**src/rtl/char_sync_hunter.sv**
```systemverilog
module char_sync_hunter #(
  parameter int DEPTH = 3,
  parameter int DLY   = 3
) (
  input  logic       clk,
  input  logic       rst_n,
  input  logic       bit_en,
  input  logic       bit_in,
  input  logic       hunt_cmd,
  input  logic       bisync_mode,
  input  logic [7:0] sync_a,
  input  logic [7:0] sync_b,
  input  logic       sync_out_en,
  input  logic       irq_ack,
  input  logic       rx_ready,
  output logic       sync_n,
  output logic       hunting,
  output logic       irq,
  output logic [7:0] rx_data,
  output logic       rx_valid,
  output logic       overrun
);
  localparam int PW = (DEPTH > 1) ? $clog2(DEPTH) : 1;
  localparam int CW = $clog2(DEPTH + 1);
  localparam logic [3:0] SKIP = 4'(16 - DLY);

  logic [15:0]    win;
  logic [4:0]     fill;
  logic           pulse;
  logic [DLY-1:0] dly;
  logic [7:0]     sh;
  logic [3:0]     bcnt;
  logic [7:0]     mem [DEPTH];
  logic [PW-1:0]  wp, rp;
  logic [CW-1:0]  cnt;

  wire [15:0] win_n   = {bit_in, win[15:1]};
  wire        enough  = bisync_mode ? (fill >= 5'd15) : (fill >= 5'd7);
  wire        pat     = bisync_mode ? (win_n == {sync_b, sync_a}) : (win_n[15:8] == sync_b);
  wire        match   = bit_en && enough && pat;
  wire        hunt_nx = hunt_cmd ? 1'b1 : (match ? 1'b0 : hunting);
  wire        a_bit   = bisync_mode ? dly[0] : bit_in;
  wire        take    = bit_en && !hunting;
  wire        push    = take && (bcnt == 4'd7);
  wire [7:0]  byte_n  = {a_bit, sh[7:1]};
  wire        full    = (cnt == CW'(DEPTH));
  wire        pop     = rx_valid && rx_ready;
  wire        wr      = push && !full;

  assign sync_n   = ~(pulse & sync_out_en);
  assign rx_valid = (cnt != '0);
  assign rx_data  = mem[rp];

  always_ff @(posedge clk) begin
    if (!rst_n) begin
      win <= '0;
      fill <= '0;
      pulse <= 1'b0;
      dly <= '0;
      hunting <= 1'b1;
      irq <= 1'b0;
    end else begin
      if (bit_en) begin
        win <= win_n;
        if (fill != 5'd16) fill <= fill + 5'd1;
        pulse <= match;
        dly <= {bit_in, dly[DLY-1:1]};
      end
      hunting <= hunt_nx;
      irq <= (hunt_nx != hunting) | (irq & ~irq_ack);
    end
  end

  always_ff @(posedge clk) begin
    if (!rst_n) begin
      sh <= '0;
      bcnt <= '0;
    end else if (match && hunting) begin
      bcnt <= bisync_mode ? SKIP : 4'd0;
    end else if (take) begin
      sh <= byte_n;
      bcnt <= (bcnt == 4'd7) ? 4'd0 : bcnt + 4'd1;
    end
  end

  always_ff @(posedge clk) begin
    if (!rst_n) begin
      wp <= '0;
      rp <= '0;
      cnt <= '0;
      overrun <= 1'b0;
    end else begin
      if (wr) begin
        mem[wp] <= byte_n;
        wp <= (wp == PW'(DEPTH - 1)) ? '0 : wp + 1'b1;
      end
      if (pop) rp <= (rp == PW'(DEPTH - 1)) ? '0 : rp + 1'b1;
      cnt <= cnt + CW'(wr) - CW'(pop);
      if (push && full) overrun <= 1'b1;
    end
  end
endmodule

```
**config.mk**
```make
export PLATFORM = sky130hd
export DESIGN_NAME = char_sync_hunter
export DESIGN_NICKNAME = d
export VERILOG_FILES = /design/src/rtl/char_sync_hunter.sv
export SDC_FILE = /design/constraint.sdc
export NUM_CORES = 1
export LEC_CHECK = 0
export BUFFER_PORTS_ARGS = -buffer_cell sky130_fd_sc_hd__buf_4
export CORE_MARGIN = 2
export CORE_UTILIZATION = 35
export CTS_BUF_LIST = sky130_fd_sc_hd__clkbuf_4 sky130_fd_sc_hd__clkbuf_8 sky130_fd_sc_hd__clkbuf_16
export CTS_CLUSTER_DIAMETER = 60
export DETAILED_ROUTE_END_ITERATION = 6
export GPL_TIMING_DRIVEN = 0
export PLACE_DENSITY = 0.58
export RECOVER_POWER = 100
export SYNTH_ARGS = -nofsm -noshare
export SYNTH_HDL_FRONTEND = slang
export SYNTH_SLANG_ARGS = --single-unit
```
**constraint.sdc**
```tcl
create_clock -name clk -period 2.34 [get_ports clk]
set_clock_uncertainty 0.1 [all_clocks]
set_input_delay 0.234 -clock clk [delete_from_list [all_inputs] [get_ports clk]]
set_output_delay 0.234 -clock clk [all_outputs]
set_load 0.005 [all_outputs]
```
# After elaboration in Yosys (flattened, before gate mapping)
# Memories as Yosys holds them, arrays and structs flattened. A register that Yosys moved wholly into a read port is not among the register bits.
# Cells that the tools add are included.
# classes
add_sub_neg,6
n_mux,16
bitwise,6
n_reduce_logical,14
magnitude_cmp,2
eq_ne,8
# op_table
cell,count
16-bit equality test,1
4-bit 2-to-1 mux,4
8-bit equality test,1
1-bit logical AND,8
1-bit 2-to-1 mux,8
2-bit 2-to-1 mux,4
2-bit equality test (second input constant),3
5-bit by 1-bit adder with 5-bit output (second input constant),1
5-bit by 3-bit >= comparator with 1-bit output (second input constant),1
5-bit by 4-bit >= comparator with 1-bit output (second input constant),1
5-bit != test (second input constant),1
2-bit by 1-bit adder with 2-bit output (second input constant),2
4-bit by 1-bit adder with 4-bit output (second input constant),1
4-bit by 3-bit equality test with 1-bit output (second input constant),1
2-bit AND reduction,2
2-bit nonzero test,2
1-bit NOT,3
2-bit by 1-bit adder with 2-bit output,1
1-bit AND,2
1-bit logical NOT,2
2-bit by 1-bit subtractor with 2-bit output,1
1-bit != test,1
1-bit OR,1
# totals
reg_bits,46
elab_cells,65
inputBits,25
out_inout_bits,13
ram_bits,24
mem_count,1
# memory_table
memory,words,width,rd,rd_clocked_by_memory_dff,wr,line,source
mem,3,8,1,1,1,33,logic [7:0] mem [DEPTH];

# Longest topological paths before layout
# depth
depth_word,8
ltp_mapped,9
mapped_depth_nobuf,9

# Worst setup path after synthesis
# Ideal clock, no wire load.
# synth_path
kind,input-to-reg
start,in bit_en
end,"mem mem[1][0], enable pin"
arrival_ns,1.732
setup_ns,0.385
setup_slack_ns,0.123
path_buffers,2
required_time_ns,1.855
path_stages,5
cell_sequence,clkbuf_1 -> nor2b_1 -> clkbuf_1 -> nand4_1 -> nor3b_1
# synth_between
elab_chain_len,6
# synth_rtl
item,line,source
"start, declared",7,"input logic bit_en,"
1-bit logical AND,43,wire take = bit_en && !hunting;
1-bit logical AND,44,wire push = take && (bcnt == 4'd7);
1-bit logical AND,48,wire wr = push && !full;
1-bit 2-to-1 mux,93,if (wr) begin
1-bit 2-to-1 mux,87,if (!rst_n) begin
1-bit 2-to-1 mux (not written as such),94,mem[wp] <= byte_n;
"end, declared",33,
# No other way between the ends.

# Worst setup path in the final report
# layout_path
start,reg fill[0]
end,reg bcnt[0]
# layout_between
elab_chain_len,6
elab_cells_between_ends,8
cone_classes,order compare: 2; mux: 2; reduce/logical: 4
# layout_rtl
item,line,source
"start, declared",28,logic [4:0] fill;
"start signal, assigned",65,if (fill != 5'd16) fill <= fill + 5'd1;
5-bit by 3-bit >= comparator with 1-bit output or 5-bit by 4-bit >= comparator with 1-bit output (tied branches),38,wire enough = bisync_mode ? (fill >= 5'd15) : (fill >= 5'd7);
1-bit 2-to-1 mux (*),38,
1-bit logical AND (*) (2 in series),40,wire match = bit_en && enough && pat;
1-bit logical AND (*),78,end else if (match && hunting) begin
4-bit 2-to-1 mux or 2-bit nonzero test (tied branches),n/a,
"end signal, assigned",79,bcnt <= bisync_mode ? SKIP : 4'd0;
"end signal, assigned",82,bcnt <= (bcnt == 4'd7) ? 4'd0 : bcnt + 4'd1;
"end, declared",32,logic [3:0] bcnt;
# Every way passes the cells marked *; elsewhere a longest branch is shown, timed or not.
# A chain may end at the register's enable or synchronous reset.

==> run metrics <==
Final ANT Viol Nets=0; Cell Area, Synth=2820 sq um; worst r2r src=fill[0]; hold depth=3; largest buffer count on any clock path=2; Core Box Area=7770 sq um; Distinct cells, synth=40; die area=8790 sq um; reg2reg path depth=8; total negative slack=0 ps; Pwr Density=671 nW/um^2; Clock Root Buffer=clkbuf_8; Via Count=1970; FFs w/ async S/R, synth=0%; drt wl/cell=12.8 um; CP endpoint kind=register; DRC=0; status=completed; drt pass-1 iters=4; initial DRC count=72; Seq pwr share=51.4%; clock power share=43.8%; vias in the first global route=1875; Cells after Synth=264; top cells by area, synth=dfxtp_1 31%, edfxtp_1 26%, mux2i_1 8.9%; Hold Crit Endpoint=win[15]; final period utilization=94.5%; GR Util All Layers=13.3%; Worst-path clk slew=70 ps; share of layout cells above drive strength 1=18.5%; internal reg-to-reg setup slack=130 ps; die height=93.8 um; Worst Path Arrival=2380 ps; Slew Viols, Final=0; worst-skew pair later-pin latency=330 ps; worst hold path type=in2reg; Via density=4.68; Rel. slew slack=51.9%; GPL Wtd Cong=0.737; fin area=3520 sq um; register bit count reported by yosys=67; grt total ovfl=0; fmax=0.452 GHz; first-pass GRT wire length=8890 um; register area share after synthesis=56.1%; nets=345; # rows=32; Num Clock Sinks=67; placement-stage cell area=3210 sq um; initial cell density of the core=36.3%; Worst Path Max Fanout=5; cts bufs inserted=9; Worst Path Required=2510 ps; HP Start=bit_in; # diodes=0; H-tree lvl count=3; CP Class=reg2reg; worst vdd ir=337 uV; Setup violations, final=0; Die X=93.8 um; syn_area_per_cell=10.7 sq um; Fillers=750; IO buf count=35; CTS tree=built; Combinational Power Share=4.8%; Post-synth EDFFs=24; Startpoint Class=register; worst reg2reg endpoint=bcnt[0]; Max Cap Viol=0; top cell type by total area after synthesis=dfxtp_1; Hold Violations, Final=0; leakage=1.38 nW; Min Clock Period, post-route=2210 ps; area share of the largest cell type after synthesis=30.5%; CP Launch Point=fill[0]; Syn Nets=295; Layout Area Growth over Synthesis=24.9%; Internal Power=0.00189 W; Syn. warnings=0; switching share of power=19.9%; switching power total=0.000472 W; hpwl dp=3770 um; dominant synthesized flop cell=dfxtp_1; final wirelength=5380 um; IO Count=38; largest net degree at the start of global routing=12; initial antenna violation count=0; Slew @ Worst Pin=721 ps
[registers in the layout (all words and copies together), names as in the netlist, named ones only]
signal	flops
win	15
rp	2
overrun	1
sh	7
fill	5
wp	2
mem	24
irq	1
cnt	2
bcnt	4
hunting	1
pulse	1
[per-layer routing]
metal / vias up / global-route usage [%] / wire length (um)
met2: 33 / 20.7 / 2500
met5: - / 0 / 0
met1: 907 / 17.3 / 2610
met4: 0 / 4.35 / 63
li1: 1026 / - / -
met3: 4 / 4.49 / 203
[power groups by stage]
stage | clock, W | sequential, W | combinational, W
2_1_floorplan | 0 | 0.00124 | 0.0000638
3_3_place_gp | 0 | 0.00124 | 0.000113
3_5_place_dp | 0 | 0.00124 | 0.000113
4_1_cts | 0.00106 | 0.00122 | 0.000115
5_1_grt | 0.00111 | 0.00122 | 0.000125
6_report | 0.00103 | 0.00122 | 0.000113
[per-stage QoR]
stage	hold slack, ps	setup slack, ps	power, W	util, %	cells
after floorplan	233	123	0.00130	-	264
after global placement	336	-601	0.00135	41.3	401
after detailed placement	348	-598	0.00135	41.3	401
after CTS	72.3	-70.2	0.00239	44.4	418
after global routing	77.0	-16.2	0.00245	45.4	421
final	88.7	128	0.00236	45.4	421
[worst max-delay path, stage by stage, from the launching register on]
cell	delay (ps)
dfxtp_1	410
ha_1	210
and3_1	170
ha_1	130
nor2b_1	50
o21ai_1	170
nand4b_1	190
or4_1	580
a21oi_2	160
[kinds of logic (layout without fill, tap and decap cells)]
kind of cell | after synthesis | in the layout | share of synthesized area [%]
adders and majority gates | 6 | 6 | 2.66
and+or+nand+nor | 88 | 88 | 14.7
DFF | 67 | 67 | 56.1
muxes | 26 | 26 | 9.27
AOI/OAI and AO/OA | 37 | 37 | 7.99
xor gates and xnor gates | 22 | 22 | 6.83
buffers and inverters | 18 | 73 | 2.48
[cell type report]
class,instances,area (sq um),share of cell area (%)
Buffer,10,37.5,1.07
Clock buffer,12,146,4.15
Clock inverter,4,67.6,1.92
Inverter,8,30.0,0.852
Multi-Input combinational cell,179,1200,34.2
Sequential cell,67,1580,44.9
Tap cell,102,128,3.62
Timing Repair Buffer,39,329,9.34
[worst max-delay path by stage]
stage	end	slack, ps	depth (start not counted)
final	bcnt[0]	130	8
after floorplan	mem[1][0]	120	5
after CTS	mem[1][0]	-70	4
after detailed placement	mem[1][6]	-600	5
after global placement	mem[1][6]	-600	5
after global routing	mem[1][0]	-20	5
[synthesized netlist by cell type, types with 2 or more instances]
cell	instances
nor3_1	8
nand2_1	30
a31oi_1	2
edfxtp_1	24
o21ai_0	10
ha_1	6
a21oi_1	15
dfxtp_1	43
nand4_1	3
xnor2_1	4
nor4_1	2
nor3b_1	5
nor2_1	29
buf_2	2
clkbuf_1	8
nor2b_1	2
xor2_1	18
mux2i_1	25
inv_1	7
[cell usage in the layout, fill, tap and decap left out, drive strengths merged, types with 4 or more instances in the layout]
master,synthesis,layout
a21oi,16,16
buf,2,32
clkbuf,8,28
dfxtp,43,43
edfxtp,24,24
ha,6,6
inv,7,7
mux2i,25,25
nand2,30,30
nor2,29,29
nor3,8,8
nor3b,5,5
o21ai,10,10
xnor2,4,4
xor2,18,18
[repair_timing]
action	in CTS	in global routing
endpoints found under the setup margin	24	29
hold buffers	1	0
pin swaps	0	4
gates resized for setup	3	6
hold endpoints to repair	1	0
buffers inserted	0	3
Power figures use the tool's default switching activity.
